File: config.mk
export PLATFORM = sky130hd
export DESIGN_NAME = cp_lock_ctrl
export DESIGN_NICKNAME = d
export VERILOG_FILES = /design/src/rtl/cp_lock_pkg.sv /design/src/rtl/cp_pfd.sv /design/src/rtl/cp_width_mon.sv /design/src/rtl/cp_settle.sv /design/src/rtl/cp_mode_out.sv /design/src/rtl/cp_lock_ctrl.sv
export SDC_FILE = /design/constraint.sdc
export NUM_CORES = 1
export LEC_CHECK = 0
export BUFFER_PORTS_ARGS = -buffer_cell sky130_fd_sc_hd__buf_2
export CORE_MARGIN = 1.5
export CORE_UTILIZATION = 53
export DETAILED_ROUTE_END_ITERATION = 8
export PLACE_DENSITY = 0.77
export SLEW_MARGIN = 5
export SYNTH_ARGS = -nofsm -noshare
export SYNTH_HDL_FRONTEND = slang
export SYNTH_SLANG_ARGS = --single-unit
File: constraint.sdc
create_clock -name clk -period 2.5 [get_ports clk]
set_clock_uncertainty 0.05 [all_clocks]
set_input_delay 0.5 -clock clk [delete_from_list [all_inputs] [get_ports clk]]
set_output_delay 0.5 -clock clk [all_outputs]
set_load 0.05 [all_outputs]
File: src/rtl/cp_lock_pkg.sv
package cp_lock_pkg;

  // Number of selectable lock thresholds and their spacing in microseconds
  localparam int unsigned NUM_THR     = 4;
  localparam int unsigned THR_STEP_US = 10;
  localparam int unsigned THR_SEL_W   = $clog2(NUM_THR);
  localparam int unsigned DLY_SEL_W   = 2;

  // Phase detector output state
  typedef enum logic [1:0] {
    PD_IDLE = 2'b00,
    PD_UP   = 2'b01,
    PD_DN   = 2'b10
  } pd_state_e;

  // Threshold in system-clock cycles for a selector code
  function automatic int unsigned thr_cycles(input int unsigned code,
                                             input int unsigned per_us);
    return THR_STEP_US * (code + 1) * per_us;
  endfunction

endpackage

File: src/rtl/cp_pfd.sv
module cp_pfd
  import cp_lock_pkg::*;
(
  input  logic clk,
  input  logic rst_n,
  input  logic ref_in,
  input  logic syn_in,
  output logic pd_up,
  output logic pd_dn,
  output logic ref_rise
);

  logic      ref_q, syn_q;
  logic      syn_rise;
  pd_state_e st_q, st_d;

  assign ref_rise = ref_in & ~ref_q;
  assign syn_rise = syn_in & ~syn_q;

  always_ff @(posedge clk or negedge rst_n) begin
    if (!rst_n) begin
      ref_q <= 1'b0;
      syn_q <= 1'b0;
    end else begin
      ref_q <= ref_in;
      syn_q <= syn_in;
    end
  end

  // Three-state comparator: set by own edge, cleared when both are set
  always_comb begin
    logic up_n, dn_n;
    up_n = (st_q == PD_UP) | ref_rise;
    dn_n = (st_q == PD_DN) | syn_rise;
    if (up_n && dn_n)  st_d = PD_IDLE;
    else if (up_n)     st_d = PD_UP;
    else if (dn_n)     st_d = PD_DN;
    else               st_d = PD_IDLE;
  end

  always_ff @(posedge clk or negedge rst_n) begin
    if (!rst_n) st_q <= PD_IDLE;
    else        st_q <= st_d;
  end

  assign pd_up = (st_q == PD_UP);
  assign pd_dn = (st_q == PD_DN);

endmodule

File: src/rtl/cp_width_mon.sv
module cp_width_mon
  import cp_lock_pkg::*;
#(
  parameter int unsigned CLK_PER_US = 4,
  localparam int unsigned MAX_THR   = thr_cycles(NUM_THR - 1, CLK_PER_US),
  localparam int unsigned CNT_W     = $clog2(MAX_THR + 2)
) (
  input  logic                 clk,
  input  logic                 rst_n,
  input  logic                 active,
  input  logic [THR_SEL_W-1:0] thr_sel,
  output logic                 viol
);

  logic [CNT_W-1:0] lim_tab [NUM_THR];
  logic [CNT_W-1:0] lim;
  logic [CNT_W-1:0] w_cnt;

  for (genvar i = 0; i < NUM_THR; i++) begin : g_lim
    assign lim_tab[i] = CNT_W'(thr_cycles(i, CLK_PER_US));
  end

  assign lim = lim_tab[thr_sel];

  // Counts strobe cycles already elapsed; saturates on very long strobes
  always_ff @(posedge clk or negedge rst_n) begin
    if (!rst_n)                 w_cnt <= '0;
    else if (!active)           w_cnt <= '0;
    else if (w_cnt != {CNT_W{1'b1}}) w_cnt <= w_cnt + 1'b1;
  end

  // The cycle that makes the strobe one longer than the threshold
  assign viol = active && (w_cnt == lim);

endmodule

File: src/rtl/cp_settle.sv
module cp_settle
  import cp_lock_pkg::*;
#(
  parameter int unsigned SETTLE_W = 4
) (
  input  logic                 clk,
  input  logic                 rst_n,
  input  logic                 ref_rise,
  input  logic                 viol,
  input  logic [DLY_SEL_W-1:0] dly_sel,
  output logic                 low_state
);

  logic [SETTLE_W-1:0] good_q, good_inc, need;
  logic                dirty_q;

  assign need     = SETTLE_W'(1) << dly_sel;
  assign good_inc = (good_q == {SETTLE_W{1'b1}}) ? good_q : good_q + 1'b1;

  always_ff @(posedge clk or negedge rst_n) begin
    if (!rst_n) begin
      good_q    <= '0;
      dirty_q   <= 1'b0;
      low_state <= 1'b0;
    end else if (viol) begin
      // Immediate fallback; a coincident window close is discarded
      good_q    <= '0;
      low_state <= 1'b0;
      dirty_q   <= ~ref_rise;
    end else if (ref_rise) begin
      dirty_q <= 1'b0;
      if (!dirty_q) begin
        good_q <= good_inc;
        if (good_inc >= need) low_state <= 1'b1;
      end
    end
  end

endmodule

File: src/rtl/cp_mode_out.sv
module cp_mode_out #(
  parameter int unsigned HI_W = 3,
  parameter int unsigned LO_W = 2
) (
  input  logic            auto_en,
  input  logic            man_low,
  input  logic            low_state,
  input  logic [HI_W-1:0] hi_code,
  input  logic [LO_W-1:0] lo_code,
  input  logic            filt_sel,
  output logic            low_mode,
  output logic            locked,
  output logic [HI_W-1:0] cur_code,
  output logic [2:0]      filt_en
);

  logic [HI_W-1:0] lo_ext;

  if (LO_W < HI_W) begin : g_pad
    assign lo_ext = {{(HI_W - LO_W){1'b0}}, lo_code};
  end else begin : g_cut
    assign lo_ext = lo_code[HI_W-1:0];
  end

  assign low_mode = auto_en ? low_state : man_low;
  assign locked   = auto_en & low_state;
  assign cur_code = low_mode ? lo_ext : hi_code;
  assign filt_en  = {~low_mode, ~filt_sel, filt_sel};

endmodule

File: src/rtl/cp_lock_ctrl.sv
module cp_lock_ctrl
  import cp_lock_pkg::*;
#(
  parameter int unsigned CLK_PER_US = 4,
  parameter int unsigned SETTLE_W   = 4,
  parameter int unsigned HI_W       = 3,
  parameter int unsigned LO_W       = 2
) (
  input  logic                 clk,
  input  logic                 rst_n,
  input  logic                 ref_in,
  input  logic                 syn_in,
  input  logic                 auto_en,
  input  logic                 man_low,
  input  logic [THR_SEL_W-1:0] thr_sel,
  input  logic [DLY_SEL_W-1:0] dly_sel,
  input  logic [HI_W-1:0]      hi_code,
  input  logic [LO_W-1:0]      lo_code,
  input  logic                 filt_sel,
  output logic                 pd_up,
  output logic                 pd_dn,
  output logic                 low_mode,
  output logic [HI_W-1:0]      cur_code,
  output logic [2:0]           filt_en,
  output logic                 locked
);

  logic ref_rise;
  logic viol;
  logic low_state;

  cp_pfd u_pfd (
    .clk      (clk),
    .rst_n    (rst_n),
    .ref_in   (ref_in),
    .syn_in   (syn_in),
    .pd_up    (pd_up),
    .pd_dn    (pd_dn),
    .ref_rise (ref_rise)
  );

  cp_width_mon #(.CLK_PER_US(CLK_PER_US)) u_width (
    .clk     (clk),
    .rst_n   (rst_n),
    .active  (pd_up | pd_dn),
    .thr_sel (thr_sel),
    .viol    (viol)
  );

  cp_settle #(.SETTLE_W(SETTLE_W)) u_settle (
    .clk       (clk),
    .rst_n     (rst_n),
    .ref_rise  (ref_rise),
    .viol      (viol),
    .dly_sel   (dly_sel),
    .low_state (low_state)
  );

  cp_mode_out #(.HI_W(HI_W), .LO_W(LO_W)) u_out (
    .auto_en   (auto_en),
    .man_low   (man_low),
    .low_state (low_state),
    .hi_code   (hi_code),
    .lo_code   (lo_code),
    .filt_sel  (filt_sel),
    .low_mode  (low_mode),
    .locked    (locked),
    .cur_code  (cur_code),
    .filt_en   (filt_en)
  );

endmodule

Word level (Yosys, flattened, before mapping). Index checks and enable logic that the tools add are counted.

Latch bits: 0. Register bits: 18. Memories kept: 0. Word-level logic and storage cells: 57. Input bits: 16. Memory bits (read-only): 0. RAM bits: 0.

Eq/ne operators: 7. Muxes and demuxes: 20. $add $sub $neg: 2. Shift-type cells: 1. Order comparisons: 2. Bitwise operators: 12. Multiply operators: 0. Div/mod/pow operators: 0. Reduce and logical (&&, ||, !) cells: 6.

Operator list (count): 8-bit two-way mux (4); 8-bit binary-select mux with 2-bit select (1); 4-bit two-way mux (4); 8-bit by 1-bit adder with 8-bit output (second input constant) (1); 8-bit equality test (1); 8-bit inequality test (second input constant) (1); 1-bit two-way mux (7); 2-bit two-way mux (3); 1-bit inverter (5); 4-bit by 1-bit adder with 4-bit output (second input constant) (1); 4-bit equality test (second input constant) (1); 4-bit greater-or-equal comparator (1); 2-bit nonzero test (2); 1-bit by 2-bit left shift with 4-bit output (first input constant) (1); 1-bit AND (3); 3-bit greater-or-equal comparator (second input constant) (1); 3-bit two-way mux (1); 2-bit inverter with 3-bit output (1); 1-bit OR (3); 3-bit AND reduction (1); 2-bit by 1-bit equality test with 1-bit output (second input constant) (1); 2-bit equality test (second input constant) (1); 1-bit logical AND (2); 2-bit by 1-bit inequality test with 1-bit output (second input constant) (1); 2 further kinds (2).

Logic depth before layout (Yosys ltp). Gate-level depths: netlist of run 1.

Word-level depth: 8. Gate-level depth with buffers: 8.

Cells and area by module. A second synthesis of run 1 with hierarchy kept.

Cell total of the unflattened synthesis: 129. Area, all modules: 1247.4 µm².

Modules (own cells, without submodules): cp_width_mon (area each 559.3 µm², times used 1, seq. area each 200.2 µm², cells an instance 59); cp_settle (area each 435.4 µm², times used 1, seq. area each 150.1 µm², cells an instance 47); cp_pfd (area each 180.2 µm², times used 1, seq. area each 100.1 µm², cells an instance 14); cp_mode_out (area each 66.3 µm², times used 1, seq. area each 0.0 µm², cells an instance 8); cp_lock_ctrl (area each 6.3 µm², times used 1, seq. area each 0.0 µm², cells an instance 1).

Worst setup path before layout of run 1. No wires, ideal clock.

Path type: in2out. Start: input auto_en. End: output cur_code[2]. Stages: 3. Required time: 1.950 ns. Path buffers: 0. Path slack: -0.405 ns. Arrival time: 2.355 ns. Cell sequence: and2_1 -> a21oi_1 -> and2_1.

Cells in the longest elaborated chain, start to end: 2.

Ends and longest elaborated chain: from (decl) (line cp_lock_ctrl.sv:13) `input logic auto_en,`; 1-bit two-way mux (line cp_mode_out.sv:25) `assign low_mode = auto_en ? low_state : man_low;`; 3-bit two-way mux (line cp_mode_out.sv:27) `assign cur_code = low_mode ? lo_ext : hi_code;`; to (decl) (line cp_lock_ctrl.sv:23) `output logic [HI_W-1:0] cur_code,`.

No other way between the ends.

Final worst setup path of run 1.
Start: register u_settle.low_state. End: output cur_code[0].

Cells in the longest elaborated chain, start to end: 2.

Ends and longest elaborated chain: from (decl) (line cp_settle.sv:11) `output logic low_state`; from (signal assigned) (line cp_settle.sv:24) `low_state <= 1'b0;`; from (signal assigned) (line cp_settle.sv:28) `low_state <= 1'b0;`; from (signal assigned) (line cp_settle.sv:34) `if (good_inc >= need) low_state <= 1'b1;`; 1-bit two-way mux (line cp_mode_out.sv:25); 3-bit two-way mux (line cp_mode_out.sv:27).

No other way between the ends.

==> impl_metrics.csv, run 1 <==
group,metric,value,unit
timing,tns,0,ns
synth,yosysSeqAreaShare,38.2,%
setup_path,max_stage_delay,0.38,ns
place,dp_hpwl,1.68,mm
run,max_cap_viol_count,0,
setup_path,path_max_fanout,5,
timing,worstMarginPinSlew,0.500,ns
cts,cts_sinks,18,
setup_path,crit_arrival,1.58,ns
floorplan,die_y,50.2,um
setup_path,cpMaxStageDelayCell,"dfrtp_1",
routing,wl_per_cell,12.1,um
timing,hold_viol_final,0,
setup_path,critPathKind,"flop to output port",
setup_path,crit_buf_inv,1,
finish,finalCoreUtilization,67.8,%
floorplan,core,0.00202,mm^2
setup_path,r2r-start,"u_settle.good_q[0]$_DFFE_PN0P_",
setup_path,worstSetupEndpointType,"output port",
routing,route.detailed.drc,0,
timing,post-route-period-util,85.2,%
routing,routed_wirelength,2.18,mm
synth,ys.flop_type,"dfrtp_1",
synth,synthesis.nets,156,
place,dp.cells,176,
synth,async_flop_share,100,%
floorplan,dieArea,0.00252,mm^2
power,p_leak,0.659,nW
cts,cts_max_level,1,
place,port_buffers,25,
finish,antenna_cells,0,
setup_path,path_delay_family,"flip-flops",
power,ir_drop,0.000533,V
finish,drive_gt1_share,24.2,%
cts,cts_resized,0,
timing,finalCriticalPeriod,2.13,ns
timing,finalMaxSlewViolations,0,
synth,synth_edf_count,0,
synth,netlist.area_leader.share,38.2,%
synth,ys_ff_latch,18,
timing,holdWs,0.0759,ns
routing,vias,943,
routing,vias_per_cell,5.24,
routing,drt_iter0_markers,31,
setup_path,regToRegSetupSlack,0.43,ns
finish,instances_no_fill,180,
cts,cts_tree,"built",
setup_path,cp-start-kind,"flop",
grt,grt_max_degree,19,
setup_path,r2r_cells,8,
worst_hold_path,min_path_type,"input pin to async pin",
outcome,run_status,"finished clean",
cts,cts_setup_buffers,0,
cts,postCtsHoldBufs,0,
synth,avgSynthCellArea,9.28,um^2
floorplan,ios,26,
floorplan,num_rows,16,
grt,grt_antenna_before_repair,0,
cts,clk_latency,0.28,ns
synth,ys_types,30,
synth,synth_top_area_cell,"dfrtp_1",
routing,firstDrtPassIters,4,
cts,clk_path_buf_depth,2,
grt,grt_pass1_vias,870,
cts,root_buffer,"clkbuf_4",
timing,max_freq,470,MHz
setup_path,r2r_end,"u_settle.low_state$_DFFE_PN0P_",
routing,antenna_left,0,
setup_path,crit_chain,"and2_1 > a21oi_4 > mux2_2 > buf_2",
timing,slew_headroom,66.5,%
place,place_congestion,0.808,
floorplan,fp.dieW,50.2,um
synth,yosys-top-cells-area,"dfrtp_1 38%, ha_1 14%, a21oi_1 4.2%",
cts,cts_made_buffers,3,
power,power_density,802,mW/mm^2
synth,syn_inst,127,
grt,gr-total-overflow,0,
cts,clk_pin_slew,0.10,ns
timing,setup_viol,0,
floorplan,start_util,58.3,%
finish,nNetsFinal,183,
synth,syn-cell-area,0.00118,mm^2
finish,area.growth.synth_to_final,16.2,%
setup_path,worstPathRequired,1.95,ns
grt,grt_pass1_wl,3.59,mm
timing,rsz0062_at_grt,"no",
synth,ys_warn_count,0,
grt,grtUsageTotal,18.5,%
cells by family (layout without fill, tap and decap cells):
logic type | after synthesis | count (layout) | synth area share (%)
AO/OA/AOI/OAI | 23 | 23 | 13.9
XOR/XNOR | 6 | 6 | 4.46
adder cells (fa/ha/maj) | 13 | 13 | 13.8
buffers and inverters | 13 | 39 | 4.46
flip-flops | 18 | 18 | 38.2
multiplexers | 4 | 4 | 3.72
AND/OR/NAND/NOR | 50 | 50 | 21.4
state kept, by name, summed over array words and instances (netlist names):
name	cells
u_pfd.ref_q	1
u_pfd.st_q	2
u_pfd.syn_q	1
u_settle.dirty_q	1
u_settle.good_q	4
u_settle.low_state	1
u_width.w_cnt	8
per-layer routing:
| metal | GRT usage (%) | vias to the layer above | routed length [um] |
|---|---|---|---|
| met4 | 6.94 | 0 | 13 |
| li1 | - | 487 | - |
| met2 | 34.0 | 26 | 1100 |
| met5 | 0 | - | 0 |
| met1 | 21.6 | 428 | 972 |
| met3 | 2.38 | 2 | 102 |
worst max-delay path by stage:
stage,start,end,slack (ns),cells after the start
after CTS,u_settle.low_state$_DFFE_PN0P_,cur_code[0],0.36,4
final,u_settle.low_state$_DFFE_PN0P_,cur_code[0],0.37,4
after global routing,u_settle.low_state$_DFFE_PN0P_,cur_code[1],0.29,4
after global placement,thr_sel[0],u_settle.dirty_q$_DFFE_PN0P_,0.38,6
after floorplan,auto_en,cur_code[0],0.17,3
after detailed placement,thr_sel[0],u_settle.good_q[0]$_DFFE_PN0P_,0.33,6
synth_stat cells (2+ instances only):
cell and n:
ha_1 13, a31oi_1 4, nor2b_1 6, inv_1 10
and2_1 2, xor2_1 3, nor2_1 13, a211oi_1 2
clkbuf_1 2, o21bai_1 2, dfrtp_1 18, nand2_1 9
xnor2_1 3, mux2_2 3, a21oi_1 10, nor3_1 6
nand3_1 7, nand2b_1 2
through the flow:
step                      cell area (um^2)  total power [mW]  worst slack, ns
after detailed placement              1330             0.930            0.326
after global placement                1330             0.903            0.383
final                                 1370              1.10            0.371
after floorplan                       1190             0.811            0.168
after global routing                  1370              1.19            0.289
after CTS                             1370              1.11            0.356
layout make-up:
type,count,area (um^2)
inverters,10,37.5
fillers,166,652
multi-input cells,96,687
flip-flops and latches,18,450
well taps,27,33.8
repair buffers,25,125
clock buffers,4,36.3
power breakdown:
group          switching (mW)  total, mW  internal (mW)
clock network          0.0857      0.174         0.0886
logic                   0.309      0.510          0.201
registers              0.0625      0.414          0.352
cells in the final DEF, fill, tap and decap left out, types with 4 or more instances in the layout:
cell	Yosys	final
nand2_1	9	9
nor2_1	13	13
nor3_1	6	6
buf_2	0	25
inv_1	10	10
dfrtp_1	18	18
ha_1	13	13
nand3_1	7	7
nor2b_1	6	6
a31oi_1	4	4
a21oi_1	10	9
(Power assumes the default switching activity.)
==> inputs of run 2 (changes only) <==
--- a/config.mk
+++ b/config.mk
@@ -8,7 +8,7 @@
 export BUFFER_PORTS_ARGS = -buffer_cell sky130_fd_sc_hd__buf_2
 export CORE_MARGIN = 1.5
-export CORE_UTILIZATION = 53
+export CORE_UTILIZATION = 55
 export DETAILED_ROUTE_END_ITERATION = 8
-export PLACE_DENSITY = 0.77
+export PLACE_DENSITY = 0.8
 export SLEW_MARGIN = 5
 export SYNTH_ARGS = -nofsm -noshare
==> constraint.sdc (replaced) <==
create_clock -name clk -period 2.8 [get_ports clk]
set_clock_uncertainty 0.05 [all_clocks]
set_input_delay 0.56 -clock clk [delete_from_list [all_inputs] [get_ports clk]]
set_output_delay 0.56 -clock clk [all_outputs]
set_load 0.005 [all_outputs]
==> run 2 against run 1 <==
Compared with the run above: utilization is 0.80 points higher; via count is 3.9% higher; die area is 3.4% lower; largest power group unchanged; flip-flop and latch count stayed put.
==> impl_metrics.csv, run 2 (synthesis results as in run 1) <==
group,metric,value,unit
place,dp.cells,176,
cts,clk_pin_slew,0.11,ns
timing,post-route-period-util,80.8,%
power,power_density,664,mW/mm^2
routing,antenna_left,0,
timing,finalCriticalPeriod,2.26,ns
place,place_congestion,0.828,
power,p_clk_share,17.8,%
routing,routed_wirelength,2.19,mm
timing,max_freq,442,MHz
place,port_buffers,25,
grt,grt_max_degree,19,
worst_hold_path,min_path_type,"input pin to async pin",
cts,clk_latency,0.29,ns
timing,setup_viol,0,
finish,finalCoreUtilization,68.6,%
cts,cts_made_buffers,3,
floorplan,ios,26,
timing,hold_viol_final,0,
cts,postCtsHoldBufs,0,
timing,rsz0062_at_grt,"no",
cts,cts_resized,0,
floorplan,start_util,59.5,%
power,ir_drop,0.000462,V
setup_path,crit_chain,"and2_1 > a21oi_1 > mux2_2 > buf_2",
finish,nNetsFinal,183,
cts,clk_path_buf_depth,2,
timing,finalMaxSlewViolations,0,
setup_path,max_stage_delay,0.39,ns
cts,cts_tree,"built",
power,p_leak,0.657,nW
finish,instances_no_fill,180,
finish,drive_gt1_share,23.5,%
setup_path,cp-start-kind,"flop",
grt,gr-total-overflow,0,
routing,vias,980,
power,swShare,36.7,%
setup_path,worstSetupEndpointType,"output port",
finish,layout_common_cells,"25 x buf_2, 18 x dfrtp_1, 13 x nor2_1, 13 x ha_1",
timing,tns,0,ns
setup_path,crit_arrival,1.65,ns
cts,cts_max_level,1,
floorplan,num_rows,16,
routing,route.detailed.drc,0,
finish,largest_register_ffs,8,
routing,wl_per_cell,12.2,um
setup_path,critPathKind,"flop to output port",
cts,cts_sinks,18,
finish,multi_input_area,676,um^2
setup_path,worstPathRequired,2.19,ns
finish,reg_top3,"u_width.w_cnt (8), u_settle.good_q (4), u_pfd.st_q (2)",
routing,firstDrtPassIters,5,
finish,post-route-cell-area,0.00136,mm^2
floorplan,fp.dieW,49.3,um
grt,grt_pass1_wl,3.91,mm
power,pwr-share-comb,41.4,%
finish,area.growth.synth_to_final,15.3,%
power,netSwitchingPower,0.332,mW
cts,root_buffer,"clkbuf_4",
floorplan,core,0.00198,mm^2
timing,worstMarginPinSlew,0.468,ns
floorplan,dieArea,0.00243,mm^2
place,placed_area,0.00132,mm^2
finish,final_common_cell,"buf_2",
grt,grt_pass1_vias,967,
finish,seqCellArea,450,um^2
power,pwr-share-seq,40.9,%
finish,regMostFlops,"u_width.w_cnt",
timing,slew_headroom,68.7,%
setup_path,cpMaxStageDelayCell,"dfrtp_1",
grt,grt_antenna_before_repair,0,
cts,cts_setup_buffers,0,
finish,nFillCells,158,
power,internal-power,0.571,mW
run,max_cap_viol_count,0,
floorplan,die_y,49.3,um
outcome,run_status,"finished clean",
setup_path,crit_buf_inv,1,
setup_path,path_max_fanout,5,
finish,antenna_cells,0,
place,dp_hpwl,1.68,mm
routing,drt_iter0_markers,26,
routing,vias_per_cell,5.44,
grt,grtUsageTotal,20.5,%
setup_path,path_delay_family,"flip-flops",
==> run 2: through the flow <==
step           total power, mW  hold slack, ns  setup WS (ns)
2_1_floorplan            0.636           0.214          0.807
3_3_place_gp             0.717           0.456          0.621
3_5_place_dp             0.746           0.461          0.535
4_1_cts                  0.906           0.136          0.536
5_1_grt                  0.988           0.151          0.422
6_report                 0.903           0.120          0.536
==> run 2: cell type report <==
cell class,instances,share of cell area [%]
clock buffer,4,2.67
timing repair buffer,25,9.21
multi-input combinational,96,49.7
tap,27,2.49
sequential,18,33.1
inverter,10,2.76
==> run 2: worst reg2reg max path: cells and delay by family (launching register included) <==
kind	cells	cell delay (ns)
AOI/OAI and AO/OA	2	0.31
adders and majority gates	2	0.54
DFF	1	0.44
muxes	1	0.36
and+or+nand+nor	3	0.30
==> run 2: path summary, 6_finish.rpt <==
path	startpoint	to	slack (ns)	cells past startpoint
setup / recovery	u_settle.low_state$_DFFE_PN0P_	cur_code[0]	0.54	4
max in group asynchronous	rst_n	u_settle.good_q[3]$_DFFE_PN0P_	2.29	1
hold / removal	rst_n	u_width.w_cnt[1]$_DFFE_PN0P_	0.12	1
hold reg to reg	u_settle.dirty_q$_DFFE_PN0P_	u_settle.dirty_q$_DFFE_PN0P_	0.48	1
min in group clk	syn_in	u_pfd.syn_q$_DFF_PN0_	0.33	1
setup reg to reg	u_settle.good_q[0]$_DFFE_PN0P_	u_settle.low_state$_DFFE_PN0P_	0.74	8
==> run 2: per-layer routing <==
metal,share of wire [%],vias to the layer above,wire [um],GRT usage [%]
li1,-,489,-,-
met1,44,458,971,23.3
met2,51,29,1120,39.4
met3,3.6,4,79,2.76
met4,0.82,0,18,5.71
met5,0,-,0,0
==> run 2: power by group through the flow <==
stage | clock [mW] | sequential, mW | combinational, mW
after detailed placement | 0 | 0.374 | 0.372
after CTS | 0.164 | 0.369 | 0.373
after global routing | 0.174 | 0.378 | 0.436
after floorplan | 0 | 0.360 | 0.276
after global placement | 0 | 0.370 | 0.347
final | 0.160 | 0.369 | 0.373
==> inputs of run 3 (changes only) <==
Settings changed: CORE_UTILIZATION 55 to 48, PLACE_DENSITY 0.8 to 0.74.
Clock period 2.8 ns to 1.95 ns, I/O delays scaled along.
==> run 3 against run 2 <==
Compared with the run above: non-clock buffer count up 10; utilization fell by 3.7 points; flip-flop and latch count did not move; global-route usage down 2.8 points; final cell count rose by 6.1%; count of clock-buffer cells in the layout is the same; register-to-register slack worse by 0.62 ns; combinational power rose by 65%; worst setup slack lost 0.47 ns; routed wire length rose by 4.0%; critical path type unchanged; largest cell class unchanged; highest routed layer unchanged.
==> impl_metrics.csv, run 3 (synthesis results as in run 1) <==
group,metric,value,unit
cts,clk_path_buf_depth,2,
timing,fin_ws,0.0672,ns
finish,nNetsFinal,193,
power,ir_drop,0.000727,V
cts,cts_made_buffers,3,
power,power.total,1.36,mW
routing,wl_per_cell,11.9,um
timing,worstMarginPinSlew,0.454,ns
finish,antenna_cells,0,
setup_path,critPathKind,"flop to output port",
timing,holdWs,0.163,ns
finish,regMostFlops,"u_width.w_cnt",
routing,vias,999,
routing,routed_wirelength,2.28,mm
setup_path,worstPathRequired,1.51,ns
setup_path,crit_buf_inv,1,
cts,cts_max_level,1,
routing,antenna_left,0,
place,post-place-ws,-0.0687,ns
power,p_leak,0.718,nW
setup_path,crit_chain,"and2_4 > a21oi_4 > mux2_4 > buf_2",
finish,nFillCells,182,
setup_path,crit_arrival,1.44,ns
setup_path,worstSetupEndpointType,"output port",
timing,post-route-period-util,96.6,%
routing,drt_iter0_markers,14,
floorplan,die_y,52.6,um
place,dp_hpwl,1.71,mm
finish,drive_gt1_share,29.4,%
finish,area.growth.synth_to_final,24.1,%
power,power_density,930,mW/mm^2
finish,final_common_cell,"buf_2",
place,port_buffers,25,
cts,clk_pin_slew,0.10,ns
timing,setup_viol,0,
place,place_congestion,0.737,
routing,firstDrtPassIters,4,
grt,grt_pass1_vias,892,
worst_hold_path,min_path_type,"input pin to flop",
timing,hold_viol_final,0,
cts,cts_tree,"built",
cts,clk_latency,0.29,ns
floorplan,dieArea,0.00276,mm^2
finish,largest_register_ffs,8,
place,dp.cells,185,
finish,seqCellArea,450,um^2
floorplan,ios,26,
routing,route.detailed.drc,0,
floorplan,core,0.00225,mm^2
grt,grt_antenna_before_repair,0,
timing,slew_headroom,69.6,%
setup_path,max_stage_delay,0.39,ns
floorplan,start_util,52.3,%
finish,reg_top3,"u_width.w_cnt (8), u_settle.good_q (4), u_pfd.st_q (2)",
cts,cts_sinks,18,
setup_path,regToRegSetupSlack,0.12,ns
grt,grt_pass1_wl,3.57,mm
setup_path,path_delay_family,"flip-flops",
setup_path,cpMaxStageDelayCell,"dfrtp_1",
timing,max_freq,531,MHz
setup_path,path_max_fanout,3,
outcome,run_status,"finished clean",
finish,multi_input_area,701,um^2
run,max_cap_viol_count,0,
floorplan,fp.dieW,52.6,um
grt,grt_max_degree,19,
floorplan,num_rows,17,
grt,grtUsageTotal,17.7,%
routing,vias_per_cell,5.23,
setup_path,cp-start-kind,"flop",
grt,gr-total-overflow,0,
finish,instances_no_fill,191,
finish,layout_common_cells,"25 x buf_2, 18 x dfrtp_1, 13 x nor2_1, 13 x ha_1, 10 x inv_1",
timing,finalCriticalPeriod,1.88,ns
cts,root_buffer,"clkbuf_4",
timing,finalMaxSlewViolations,0,
-- run 3: report_power, final --
part | internal (mW) | switching, mW
combinational | 0.312 | 0.303
clock | 0.114 | 0.111
sequential | 0.451 | 0.0691
total | 0.878 | 0.483
-- run 3: timing repair --
item / 4_1_cts / 5_1_grt
endpoints found under the setup margin: 2 / 3
setup buffers: 1 / 0
gates resized for setup: 1 / 6
cloned: 0 / 0
endpoints found under the hold margin: 18 / 0
pin swaps: 0 / 0
hold buffers: 1 / 0
-- run 3: path summary, 6_finish.rpt --
check | from | endpoint | depth (start not counted)
max | u_settle.low_state$_DFFE_PN0P_ | cur_code[1] | 4
min | syn_in | u_pfd.syn_q$_DFF_PN0_ | 1
max reg2reg | u_settle.good_q[1]$_DFFE_PN0P_ | u_settle.low_state$_DFFE_PN0P_ | 8
min reg2reg | u_settle.dirty_q$_DFFE_PN0P_ | u_settle.dirty_q$_DFFE_PN0P_ | 1
max in group asynchronous | rst_n | u_settle.dirty_q$_DFFE_PN0P_ | 2
min in group asynchronous | rst_n | u_width.w_cnt[5]$_DFFE_PN0P_ | 2
-- run 3: area by class of cell --
type,count,area share [%]
inverter,10,2.57
tap,28,2.40
timing repair buffer,35,13.9
multi-input combinational,96,47.9
sequential,18,30.8
clock buffer,4,2.48
-- run 3: per-layer routing --
metal / share of wire (%) / up-vias / GRT usage, % / wire length (um)
li1: - / 516 / - / -
met5: 0 / - / 0 / 0
met1: 42 / 461 / 18.8 / 952
met3: 3.5 / 2 / 2.57 / 80
met2: 54 / 20 / 34.6 / 1230
met4: 0.92 / 0 / 6.41 / 21
-- run 3: metrics by stage --
step	instance area [um^2]	util [%]	setup TNS, ns
finish	1460	64.9	0
global route	1460	64.9	-0.00441
CTS	1440	63.9	0
detailed placement	1380	61.4	-0.223
global placement	1380	61.4	-0.0558
floorplan	1180	-	0
